$ cat config.mk
export PLATFORM = sky130hd
export DESIGN_NAME = hilo_muldiv
export DESIGN_NICKNAME = d
export VERILOG_FILES = /design/src/rtl/hilo_pkg.sv /design/src/rtl/hilo_mul.sv /design/src/rtl/hilo_div_step.sv /design/src/rtl/hilo_muldiv.sv
export SDC_FILE = /design/constraint.sdc
export NUM_CORES = 2
export LEC_CHECK = 0
export ABC_CLOCK_PERIOD_IN_PS = 5200
export CAP_MARGIN = 20
export CORE_UTILIZATION = 46
export DETAILED_ROUTE_END_ITERATION = 6
export PLACE_DENSITY = 0.65
export SLEW_MARGIN = 20
export SYNTH_ARGS = -nofsm -noshare
export SYNTH_HDL_FRONTEND = slang
export SYNTH_SLANG_ARGS = --single-unit
$ cat constraint.sdc
create_clock -name clk -period 5.2 [get_ports clk]
set_input_delay 1.56 -clock clk [delete_from_list [all_inputs] [get_ports clk]]
set_output_delay 1.56 -clock clk [all_outputs]
set_load 0.05 [all_outputs]
$ cat src/rtl/hilo_pkg.sv
package hilo_pkg;
    typedef enum logic [1:0] {
        OP_SMUL = 2'd0,
        OP_UMUL = 2'd1,
        OP_SDIV = 2'd2,
        OP_UDIV = 2'd3
    } hilo_op_e;
endpackage

$ cat src/rtl/hilo_mul.sv
// Single-cycle product; signedness chosen by one extension bit per operand.
module hilo_mul #(
    parameter int WIDTH = 32
) (
    input  logic [WIDTH-1:0]   a,
    input  logic [WIDTH-1:0]   b,
    input  logic               signed_i,
    output logic [2*WIDTH-1:0] prod
);
    localparam int EW = WIDTH + 1;
    localparam int PW = 2 * EW;

    logic [EW-1:0] ext_a, ext_b;
    logic [PW-1:0] full;

    assign ext_a = {signed_i & a[WIDTH-1], a};
    assign ext_b = {signed_i & b[WIDTH-1], b};
    // Low PW bits of the product are the same for signed or unsigned view.
    assign full  = {{EW{ext_a[EW-1]}}, ext_a} * {{EW{ext_b[EW-1]}}, ext_b};
    assign prod  = full[2*WIDTH-1:0];
endmodule

$ cat src/rtl/hilo_div_step.sv
// One restoring shift-subtract step on unsigned magnitudes.
module hilo_div_step #(
    parameter int WIDTH = 32
) (
    input  logic [WIDTH-1:0] rem_i,
    input  logic [WIDTH-1:0] quo_i,
    input  logic [WIDTH-1:0] den_i,
    output logic [WIDTH-1:0] rem_o,
    output logic [WIDTH-1:0] quo_o
);
    logic [WIDTH:0] shifted;
    logic [WIDTH:0] diff;

    always_comb begin
        shifted = {rem_i, quo_i[WIDTH-1]};
        diff    = shifted - {1'b0, den_i};
        if (!diff[WIDTH]) begin
            rem_o = diff[WIDTH-1:0];
            quo_o = {quo_i[WIDTH-2:0], 1'b1};
        end else begin
            rem_o = shifted[WIDTH-1:0];
            quo_o = {quo_i[WIDTH-2:0], 1'b0};
        end
    end
endmodule

$ cat src/rtl/hilo_muldiv.sv
module hilo_muldiv
    import hilo_pkg::*;
#(
    parameter int WIDTH = 32
) (
    input  logic             clk,
    input  logic             rst_n,
    input  logic             start,
    input  logic [1:0]       op,
    input  logic [WIDTH-1:0] opa,
    input  logic [WIDTH-1:0] opb,
    input  logic             hi_wr,
    input  logic             lo_wr,
    input  logic [WIDTH-1:0] wr_data,
    output logic             busy,
    output logic [WIDTH-1:0] hi,
    output logic [WIDTH-1:0] lo
);
    localparam int              CW       = $clog2(WIDTH + 1);
    localparam logic [WIDTH-1:0] ONE      = {{(WIDTH-1){1'b0}}, 1'b1};
    localparam logic [WIDTH-1:0] ALL_ONES = {WIDTH{1'b1}};
    localparam logic [WIDTH-1:0] MIN_NEG  = {1'b1, {(WIDTH-1){1'b0}}};

    typedef struct packed {
        logic             busy;
        logic [CW-1:0]    cnt;
        logic [WIDTH-1:0] rem;
        logic [WIDTH-1:0] quo;
        logic [WIDTH-1:0] den;
        logic             neg_q;
        logic             neg_r;
        logic [WIDTH-1:0] hi;
        logic [WIDTH-1:0] lo;
    } state_t;

    state_t st_q, st_d;

    hilo_op_e         op_e;
    logic             is_signed;
    logic             a_neg, b_neg;
    logic [WIDTH-1:0] a_mag, b_mag;
    logic [2*WIDTH-1:0] prod;
    logic [WIDTH-1:0] step_rem, step_quo;

    assign op_e      = hilo_op_e'(op);
    assign is_signed = (op_e == OP_SMUL) || (op_e == OP_SDIV);
    assign a_neg     = is_signed & opa[WIDTH-1];
    assign b_neg     = is_signed & opb[WIDTH-1];
    assign a_mag     = a_neg ? (~opa + ONE) : opa;
    assign b_mag     = b_neg ? (~opb + ONE) : opb;

    hilo_mul #(.WIDTH(WIDTH)) u_mul (
        .a        (opa),
        .b        (opb),
        .signed_i (is_signed),
        .prod     (prod)
    );

    hilo_div_step #(.WIDTH(WIDTH)) u_step (
        .rem_i (st_q.rem),
        .quo_i (st_q.quo),
        .den_i (st_q.den),
        .rem_o (step_rem),
        .quo_o (step_quo)
    );

    always_comb begin
        st_d = st_q;
        if (start) begin
            // A new operation always wins: it abandons any running divide.
            if (!op[1]) begin
                st_d.busy = 1'b0;
                st_d.hi   = prod[2*WIDTH-1:WIDTH];
                st_d.lo   = prod[WIDTH-1:0];
            end else if (opb == '0) begin
                st_d.busy = 1'b0;
                st_d.hi   = opa;
                st_d.lo   = a_neg ? ONE : ALL_ONES;
            end else if (op_e == OP_SDIV && opa == MIN_NEG && opb == ALL_ONES) begin
                st_d.busy = 1'b0;
                st_d.hi   = '0;
                st_d.lo   = MIN_NEG;
            end else begin
                st_d.busy  = 1'b1;
                st_d.cnt   = CW'(WIDTH);
                st_d.rem   = '0;
                st_d.quo   = a_mag;
                st_d.den   = b_mag;
                st_d.neg_q = a_neg ^ b_neg;
                st_d.neg_r = a_neg;
            end
        end else if (st_q.busy && st_q.cnt == '0) begin
            // Sign fix-up: the finishing divide overrides a same-cycle move.
            st_d.busy = 1'b0;
            st_d.lo   = st_q.neg_q ? (~st_q.quo + ONE) : st_q.quo;
            st_d.hi   = st_q.neg_r ? (~st_q.rem + ONE) : st_q.rem;
        end else begin
            if (st_q.busy) begin
                st_d.rem = step_rem;
                st_d.quo = step_quo;
                st_d.cnt = st_q.cnt - CW'(1);
            end
            if (hi_wr) st_d.hi = wr_data;
            if (lo_wr) st_d.lo = wr_data;
        end
    end

    always_ff @(posedge clk or negedge rst_n) begin
        if (!rst_n) st_q <= '0;
        else        st_q <= st_d;
    end

    assign busy = st_q.busy;
    assign hi   = st_q.hi;
    assign lo   = st_q.lo;
endmodule

==> metrics.md <==
| Metric | Value |
|---|---|
| Number of enable flip-flop cells after synthesis | 0 |
| Inserted Clock Buffers | 17 |
| Die ar. | 0.112 sq mm |
| Slew Viols, Final | 0 |
| Synth warnings | 0 |
| CP Data Arrival Time | 8.82 ns |
| Initial Util | 46.6% |
| Max-slew headroom | 28.6% |
| Vias | 43,400 |
| Layout cells sized above 1 | 20.9% |
| RSZ-0062 raised after global routing | yes |
| Clock root buffer | clkbuf_16 |
| Final setup viols | 57 |
| Required @ worst endpoint | 5.53 ns |
| Fin crit period | 8.49 ns |
| Startpoint Class | input port |
| Pre-CTS setup slack | -4.48 ns |
| Violated checks | design-rule violations, negative setup slack |
| Post-route insts no fill | 7,877 |
| Most instantiated library cell after synthesis | inv_1 |
| Final Cycle Share | 163% |
| Skew final | roughly 0.024 ns |
| Tot GR Track Use | 32.4% |
| CTS max path bufs | 2 |
| First-pass GRT wire length | 273,000 um |
| Final GP Congestion | 0.974 |
| Critical-path maximum fanout | 6 |
| Cells after Synth | 5,893 |
| Crit path max-delay family | adder cells |
| DR iter-0 viols | approximately 3,700 |
| Port Buf Inserts | 167 |
| Syn_nets | between 7,000 and 8,000 |
| Die Span Y | 335 um |
| Core area | 0.109 sq mm |
| Max-cap viol count | 0 |
| Asr flop ratio synth | 100% |
| FILL cells | around 9,500 |
| Worst Path Class, Setup | input port to flop |
| Yosys top cell area share | 44.2% |
| Worst-Margin Slew | 1.07 ns |
| FF+latch count, synth | 169 |
| # hold bufs at CTS | 0 |
| Buffers and inverters on the worst path | 11 |
| Number of I/O pins | 168 |
| Most used cell, CP | fa_1 |
| Setup ws final | -3.29 ns |
| CTS tree | done |
| Vias in the first global route | 45,300 |
| Synth-to-Final Area Change | 23.6% |
| Final Core Density | 57.6% |
| Status | finished with violations |
| DRC viols | 1 |
| Synthesized area | about 0.05 sq mm |
| Clock-pin slew on the worst setup and hold paths | ~0.070 ns |
| Avg Cell Area, Syn | between 8 and 9 sq um |
| Top cells by count, synth | 1,200 x inv_1, 1,126 x fa_1, 949 x nand2_1 |
| Clk sinks | around 170 |
| Synth area leaders | fa_1 44%, inv_1 8.8%, dfrtp_1 8.3% |
| Largest net degree at the start of global routing | 99 |
| Number of routed nets with antenna violations | 0 |
| Worst skew pair latency | 0.45 ns |
| Setup TNS | -154.59 ns |
| DRT Wirelength | roughly 180,000 um |
| # rows | 121 |
| Critical Path End Type | flop |
| Initial antenna violation count | 13 |
| DRT Pass-1 Iters | 7 |
| Vias per cell | 5.52 |
| Die W | 335 um |
| Crit-path slowest cell | fa_1 |
| WL per Instance | 22.9 um |
| Top FF cell, synth | dfrtp_1 |
| Final hold viol count | 0 |
| Dominant cell type by area after synthesis | fa_1 |
| Crit-path max cell delay | 0.60 ns |
| Sequential area share after synthesis | 8.29% |
| Total gr overflow | 0 |
| Final HPWL DP | 147,000 um |
| H-tree depth | 4 |
| Yosys cell types | 77 |
| Placed insts | 7,738 |
| Achievable Freq | 118 MHz |
| Final #Nets | between 7,000 and 8,000 |
| Worst hold path class | flop to flop |
[worst register-to-register path: stages, from the launching register on]
cell and delay [ns]:
dfrtp_1 0.49, inv_1 0.10, ha_1 0.19, inv_1 0.06, fa_1 0.43, a211oi_1 0.33, o21ai_0 0.24, nand3_1 0.23
o31a_1 0.23, a2bb2oi_1 0.39, a31oi_1 0.27, o311ai_4 0.38, nand2_1 0.28, nor4_1 0.36, a221o_1 0.14
[layout by cell type, fill, tap and decap left out, drive strengths merged, types with 23 or more instances in the layout]
cell              n
inv            1201
fa             1126
nand2           949
buf             797
and2            315
ha              250
o21ai           235
nor2            216
a21oi           199
dfrtp           169
xnor2           123
clkdlybuf4s50    99
xor2             96
a21o             63
nand3            50
nor3             38
a221o            34
nand4            31
a211oi           31
o31ai            29
mux2i            28
clkbuf           27
a31oi            24
nand2b           23
[final timing paths]
path / from / to / slack (ns) / cells past startpoint
max: opa[31] / hi[26] / -3.29 / 28
min: lo[23] / lo[23] / 0.48 / 2
max reg2reg: st_q[129] / st_q[156] / 1.04 / 14
min reg2reg: lo[23] / lo[23] / 0.48 / 2
max in group asynchronous: rst_n / st_q[104] / 3.05 / 2
min in group asynchronous: rst_n / st_q[163] / 1.21 / 1
[what timing repair did]
| item | in CTS | in global routing |
|---|---|---|
| resized for setup | 460 | 272 |
| gates cloned | 7 | 5 |
| endpoints found under the setup margin | 62 | 59 |
| setup buffers | 74 | 47 |
| pin swaps | 197 | 260 |
[metrics by stage]
step	cell area, sq um	hold slack [ns]
6_report	63100	0.482
5_1_grt	63100	0.496
4_1_cts	61700	0.488
3_5_place_dp	58700	0.472
3_3_place_gp	58700	0.465
2_1_floorplan	52800	0.450
[sequential cells by signal (all words and copies together), names as in the netlist]
signal  cells
busy        1
hi         32
lo         32
st_q      104
[cell families after synthesis]
group	synth area share, %
AO/OA/AOI/OAI	9.20
XOR/XNOR	3.76
adder cells (fa/ha/maj)	50.3
buffers and inverters	12.6
flip-flops	8.29
multiplexers	0.549
AND/OR/NAND/NOR	15.3
[layout make-up]
type	instances	area, sq um	share of cell area (%)
multi-input cells	4082	43200	68.4
repair buffers	912	8740	13.9
inverters	1201	4530	7.18
flip-flops and latches	169	4230	6.70
well taps	1476	1850	2.93
clock buffers	18	429	0.680
clock inverters	14	140	0.222
diodes	5	12.5	0.0198
[routing by layer]
| layer | part of all wire (%) | track usage (%) | vias up |
|---|---|---|---|
| li1 | - | - | 18800 |
| met1 | 39 | 42.5 | 22200 |
| met2 | 45 | 50.8 | 2021 |
| met3 | 9.1 | 6.17 | 466 |
| met4 | 6.7 | 17.1 | 12 |
| met5 | 0.042 | 0 | - |
Power is left out: the tool's default activity adds up to more than one toggle a clock period on the data nets, which glitch-free logic cannot reach.
